**src/rtl/usb_ctl_csr.sv**
```systemverilog
module usb_ctl_csr #(
  parameter int AW = 7,
  parameter int DW = 32
) (
  input  logic          clk,
  input  logic          rst_n,
  input  logic          bus_wr,
  input  logic [AW-1:0] bus_addr,
  input  logic [DW-1:0] bus_wdata,
  output logic [DW-1:0] bus_rdata,
  input  logic          err_host_sys,
  input  logic          err_addr_dec,
  output logic          irq_out,
  output logic [3:0]    filt_bypass_o,
  output logic [4:0]    port_ctl_o,
  output logic [5:0]    fladj_o,
  output logic          big_endian_o,
  output logic          coherent_o,
  output logic          bm_enable_o,
  output logic          slv_err_en_o,
  output logic [DW-1:0] spare_o
);
  localparam logic [AW-1:0] OFF_FILT  = AW'('h30);
  localparam logic [AW-1:0] OFF_PORT  = AW'('h34);
  localparam logic [AW-1:0] OFF_FLADJ = AW'('h38);
  localparam logic [AW-1:0] OFF_ENDN  = AW'('h40);
  localparam logic [AW-1:0] OFF_COH   = AW'('h44);
  localparam logic [AW-1:0] OFF_BME   = AW'('h48);
  localparam logic [AW-1:0] OFF_SERR  = AW'('h60);
  localparam logic [AW-1:0] OFF_ISTAT = AW'('h64);
  localparam logic [AW-1:0] OFF_IMASK = AW'('h68);
  localparam logic [AW-1:0] OFF_IEN   = AW'('h6C);
  localparam logic [AW-1:0] OFF_IDIS  = AW'('h70);
  localparam logic [AW-1:0] OFF_SPARE = AW'('h78);
  localparam logic [5:0]    FLADJ_RST = 6'h20;

  logic [3:0]    filt_q;
  logic [4:0]    port_q;
  logic [5:0]    fl_q;
  logic          endn_q, coh_q, bme_q, serr_q;
  logic [1:0]    stat_q, mask_q;
  logic [DW-1:0] spare_q;

  logic       wr_stat, wr_en, wr_dis;
  logic [1:0] wbits, evt;

  assign wr_stat = bus_wr && (bus_addr == OFF_ISTAT);
  assign wr_en   = bus_wr && (bus_addr == OFF_IEN);
  assign wr_dis  = bus_wr && (bus_addr == OFF_IDIS);
  assign wbits   = bus_wdata[1:0];
  assign evt     = {err_host_sys, err_addr_dec};

  always_ff @(posedge clk or negedge rst_n) begin
    if (!rst_n) begin
      filt_q  <= '0;
      port_q  <= '0;
      fl_q    <= FLADJ_RST;
      endn_q  <= 1'b0;
      coh_q   <= 1'b0;
      bme_q   <= 1'b1;
      serr_q  <= 1'b0;
      spare_q <= '0;
    end else if (bus_wr) begin
      case (bus_addr)
        OFF_FILT:  filt_q  <= bus_wdata[3:0];
        OFF_PORT:  port_q  <= bus_wdata[4:0];
        OFF_FLADJ: fl_q    <= bus_wdata[5:0];
        OFF_ENDN:  endn_q  <= bus_wdata[0];
        OFF_COH:   coh_q   <= bus_wdata[0];
        OFF_BME:   bme_q   <= bus_wdata[0];
        OFF_SERR:  serr_q  <= bus_wdata[0];
        OFF_SPARE: spare_q <= bus_wdata;
        default: ;
      endcase
    end
  end

  always_ff @(posedge clk or negedge rst_n) begin
    if (!rst_n) begin
      stat_q <= 2'b00;
      mask_q <= 2'b11;
    end else begin
      stat_q <= (stat_q & ~(wr_stat ? wbits : 2'b00)) | evt;
      if (wr_en)       mask_q <= mask_q & ~wbits;
      else if (wr_dis) mask_q <= mask_q | wbits;
    end
  end

  always_comb begin
    case (bus_addr)
      OFF_FILT:  bus_rdata = DW'(filt_q);
      OFF_PORT:  bus_rdata = DW'(port_q);
      OFF_FLADJ: bus_rdata = DW'(fl_q);
      OFF_ENDN:  bus_rdata = DW'(endn_q);
      OFF_COH:   bus_rdata = DW'(coh_q);
      OFF_BME:   bus_rdata = DW'(bme_q);
      OFF_SERR:  bus_rdata = DW'(serr_q);
      OFF_ISTAT: bus_rdata = DW'(stat_q);
      OFF_IMASK: bus_rdata = DW'(mask_q);
      OFF_SPARE: bus_rdata = spare_q;
      default:   bus_rdata = '0;
    endcase
  end

  assign irq_out       = |(stat_q & ~mask_q);
  assign filt_bypass_o = filt_q;
  assign port_ctl_o    = port_q;
  assign fladj_o       = fl_q;
  assign big_endian_o  = endn_q;
  assign coherent_o    = coh_q;
  assign bm_enable_o   = bme_q;
  assign slv_err_en_o  = serr_q;
  assign spare_o       = spare_q;

  assert_rsvd_zero_R2: assert property (@(posedge clk) disable iff (!rst_n)
    (bus_addr == OFF_FILT) |-> (bus_rdata[DW-1:4] == '0));
  assert_wo_reads_zero_R7: assert property (@(posedge clk) disable iff (!rst_n)
    (bus_addr == OFF_IEN || bus_addr == OFF_IDIS) |-> (bus_rdata == '0));
  assert_mask_ro_R7: assert property (@(posedge clk) disable iff (!rst_n)
    (bus_wr && bus_addr == OFF_IMASK) |=> $stable(mask_q));
  assert_enable_clears_R7: assert property (@(posedge clk) disable iff (!rst_n)
    wr_en |=> ((mask_q & $past(bus_wdata[1:0])) == 2'b00));
  assert_disable_sets_R7: assert property (@(posedge clk) disable iff (!rst_n)
    wr_dis |=> ((mask_q & $past(bus_wdata[1:0])) == $past(bus_wdata[1:0])));
  assert_host_set_wins_R6: assert property (@(posedge clk) disable iff (!rst_n)
    err_host_sys |=> stat_q[1]);
  assert_dec_set_wins_R6: assert property (@(posedge clk) disable iff (!rst_n)
    err_addr_dec |=> stat_q[0]);
  assert_irq_rise_cause_R8: assert property (@(posedge clk) disable iff (!rst_n)
    $rose(irq_out) |-> $past(err_host_sys || err_addr_dec || wr_en));
endmodule

```
**config.mk**
```make
export PLATFORM = sky130hd
export DESIGN_NAME = usb_ctl_csr
export DESIGN_NICKNAME = d
export VERILOG_FILES = /design/src/rtl/usb_ctl_csr.sv
export SDC_FILE = /design/constraint.sdc
export NUM_CORES = 1
export LEC_CHECK = 0
export ABC_AREA = 1
export CAP_MARGIN = 30
export CORE_AREA = 2 2 90 92
export CTS_CLUSTER_SIZE = 12
export DETAILED_ROUTE_END_ITERATION = 10
export DIE_AREA = 0 0 92 94
export MAX_ROUTING_LAYER = met4
export PLACE_DENSITY = 0.78
export SYNTH_ARGS = -nofsm -noshare
export SYNTH_HDL_FRONTEND = slang
export SYNTH_SLANG_ARGS = --single-unit
```
**constraint.sdc**
```tcl
create_clock -name clk -period 1.5 [get_ports clk]
set_input_delay 0.3 -clock clk [delete_from_list [all_inputs] [get_ports clk]]
set_output_delay 0.3 -clock clk [all_outputs]
set_load 0.005 [all_outputs]
```
==> impl_metrics.yaml <==
detailed_routing:
  drt_iter0_markers: 138
  dr_total_vias: 3161
  drc: 0
  dr.pass1.iters: 4
  ant_nets: 0
  routedWlPerCell_um: 14.4
  viasPerCell: 4.66
  wl_um: 9800
worst_hold_path:
  min_from: "bus_addr[0]"
  worstHoldPathType: "input pin to flop"
  min_to: "slv_err_en_o$_DFFE_PN0P_"
  hold_depth: 6
flow_run:
  drv_cap: 0
clock_tree:
  cts_tree: "yes"
  clock_sinks: 55
  cts_buffers: 5
  ctsRootBufferMaster: "clkbuf_8"
  worstSkewPairLatency_ps: 300
  clkTransAtPathRegs_ps: 100
  clock_path_buffers: 2
  htree_levels: 2
place:
  hpwl_um: 6320
  gp_congestion: 0.925
  portBuffers: 127
  place_ws_ps: -967
cells_and_area:
  n_antenna_cell: 0
  drive_gt1_share_pct: 46.1
  layout_commonest_cell: "nand2_1"
  n_fill_cell: 608
  nets: 620
  area_delta_synth_final_pct: 78.2
  fin_util_pct: 69.9
  mostFrequentLayoutCells: "nand2_1, inv_1, buf_4, dfrtp_1, clkdlybuf4s50_1"
power:
  p_leak_uw: 0.00279
  irDropWorstVdd_mv: 0.447
  power.internal_uw: 2450
  sw_frac_of_total_pct: 29.1
  power.density_nw_per_um2: 649
  p_sw_uw: 1000
  p_clk_share_pct: 23.8
  seq_power_share_pct: 48.9
  p_comb_share_pct: 27.4
logic_synthesis:
  ys_warn_count: 0
  yosysUniqueCellTypes: 25
  postSynthAreaPerCell_um2: 7.92
  synth_compound_area_share_pct: 13.3
  yosysSeqAreaShare_pct: 46.3
  synthesis.nets: 421
  synthTopCellsByArea: "dfrtp_1, nand2_1, inv_1"
  synth-seq-cells: 55
  synth_top_family_by_area: "simple AND/OR/NAND/NOR gates"
  synthXorXnorAreaFrac_pct: 0
  synth_mux_area_share_pct: 0
  synthAdderAreaFrac_pct: 0
  netlist_instances: 377
  yosys.area_share.simple_pct: 26.0
  netlist_area_um2: 2980
  post-synth-top-area-cell: "dfrtp_1"
  synth_top_area_share_pct: 42.8
timing:
  maxSlewViolCount: 0
  fin_crit_ps: 1680
  fin_skew_ps: 0
  min_period_over_period_pct: 112
  rsz0062_at_grt: "true"
  setup_viol: 32
  tightest_slew_ps: 314
  slew_headroom_pct: 79.1
  hold_viol_final: 0
  fin_ws_ps: -178
  fmax_mhz: 596
  setup_tns_ps: -2880
setup_path:
  r2r-start: "spare_o[17]$_DFFE_PN0P_"
  critPathLaunchType: "input pin"
  crit_arrival_ps: 1380
  critPathKind: "input pin to output port"
  rr_worst_depth: 5
  rrSetupSlack_ps: 610
  required_ps: 1200
  endpoint_kind: "output port"
  critPathLaunch: "bus_addr[2]"
  worstPathMaxFanout: 6
  reg2reg_to: "spare_o[17]$_DFFE_PN0P_"
grt:
  grt_max_degree: 56
  overflow: 0
  grt_pass1_vias: 3128
  grt_pass1_wl_um: 14900
  grt_usage_pct: 22.2
  antenna_found_initial: 0
floorplanning:
  die-width_um: 92
  start_util_pct: 39.2
  pin_count: 128
  die_h_um: 94
  dieArea_um2: 8650
  rows: 32
  coreArea_um2: 7610
outcome:
  outcome: "finished with violations"
  violations: "setup timing"
-- repair_timing --
item	CTS	global route
gates resized for setup	258	76
pin swaps	20	22
endpoints found under the setup margin	100	64
endpoints found under the hold margin	29	0
hold buffers	1	0
gates cloned	1	0
buffers inserted	25	10
-- kinds of logic after synthesis --
family	Yosys count
flip-flops	55
AND/OR/NAND/NOR	167
buffers and inverters	97
AO/OA/AOI/OAI	58
-- state kept, by name, indices dropped and copies added, names as in the netlist, named ones only --
name,count
big_endian_o,1
bm_enable_o,1
coherent_o,1
filt_bypass_o,4
fladj_o,6
port_ctl_o,5
slv_err_en_o,1
spare_o,32
stat_q,2
-- per-stage QoR --
stage	power [uW]	area, um2	hold WS [ps]	std cells
finish	3450	5320	483	679
global route	3640	5320	507	679
CTS	3430	4990	429	672
detailed placement	2540	4650	325	637
global placement	2520	4650	325	637
floorplan	1980	2980	4.41	377
-- power by group through the flow --
stage | sequential, uW | combinational, uW | clock, uW
2_1_floorplan | 1720 | 262 | 0
3_5_place_dp | 1710 | 830 | 0
4_1_cts | 1680 | 906 | 844
5_1_grt | 1700 | 1030 | 911
3_3_place_gp | 1710 | 813 | 0
6_report | 1690 | 943 | 820
-- area by class of cell --
| class | count | area [um2] | share of cell area, % |
|---|---|---|---|
| well taps | 102 | 128 | 2.40 |
| inverters | 87 | 339 | 6.38 |
| flip-flops and latches | 55 | 1380 | 26.0 |
| clock inverters | 2 | 12.5 | 0.235 |
| multi-input cells | 225 | 1510 | 28.5 |
| repair buffers | 202 | 1870 | 35.2 |
| clock buffers | 6 | 72.6 | 1.37 |
-- worst max-delay path by stage --
stage,to,depth (start not counted)
after floorplan,bus_rdata[14],7
after global placement,bus_rdata[0],9
after detailed placement,bus_rdata[1],8
after CTS,bus_rdata[21],10
after global routing,bus_rdata[26],10
final,bus_rdata[26],10
-- critical path: stages --
cell and delay, ps:
buf_8 100, inv_4 60, nand2_4 50, nor2_4 170, nand3_4 120, buf_12 140, buf_8 130, buf_6 120
nor2_4 70, buf_2 120
-- synthesized netlist by cell type --
library cell	count
buf_6	8
nand3_4	1
nor2_1	45
o211ai_1	1
nand4_1	5
inv_1	62
nand2_1	68
o21ai_1	7
nor2_4	2
nand2_2	23
nor3b_1	1
o21ai_0	20
buf_4	1
buf_2	1
inv_2	25
nand2_4	1
nor2_2	2
nor3_4	1
dfrtp_1	51
o21a_1	1
o21ai_2	25
nand3_1	18
dfstp_2	4
o22ai_1	2
o21bai_1	2
-- metal layers --
metal,wire [um],share of wire (%),global-route usage [%]
met5,0,0,-
met4,141,1.4,5.97
met3,444,4.5,3.45
met2,5030,51,38.5
met1,4180,43,27.2
Note: power is estimated with default switching activity, not from simulation.
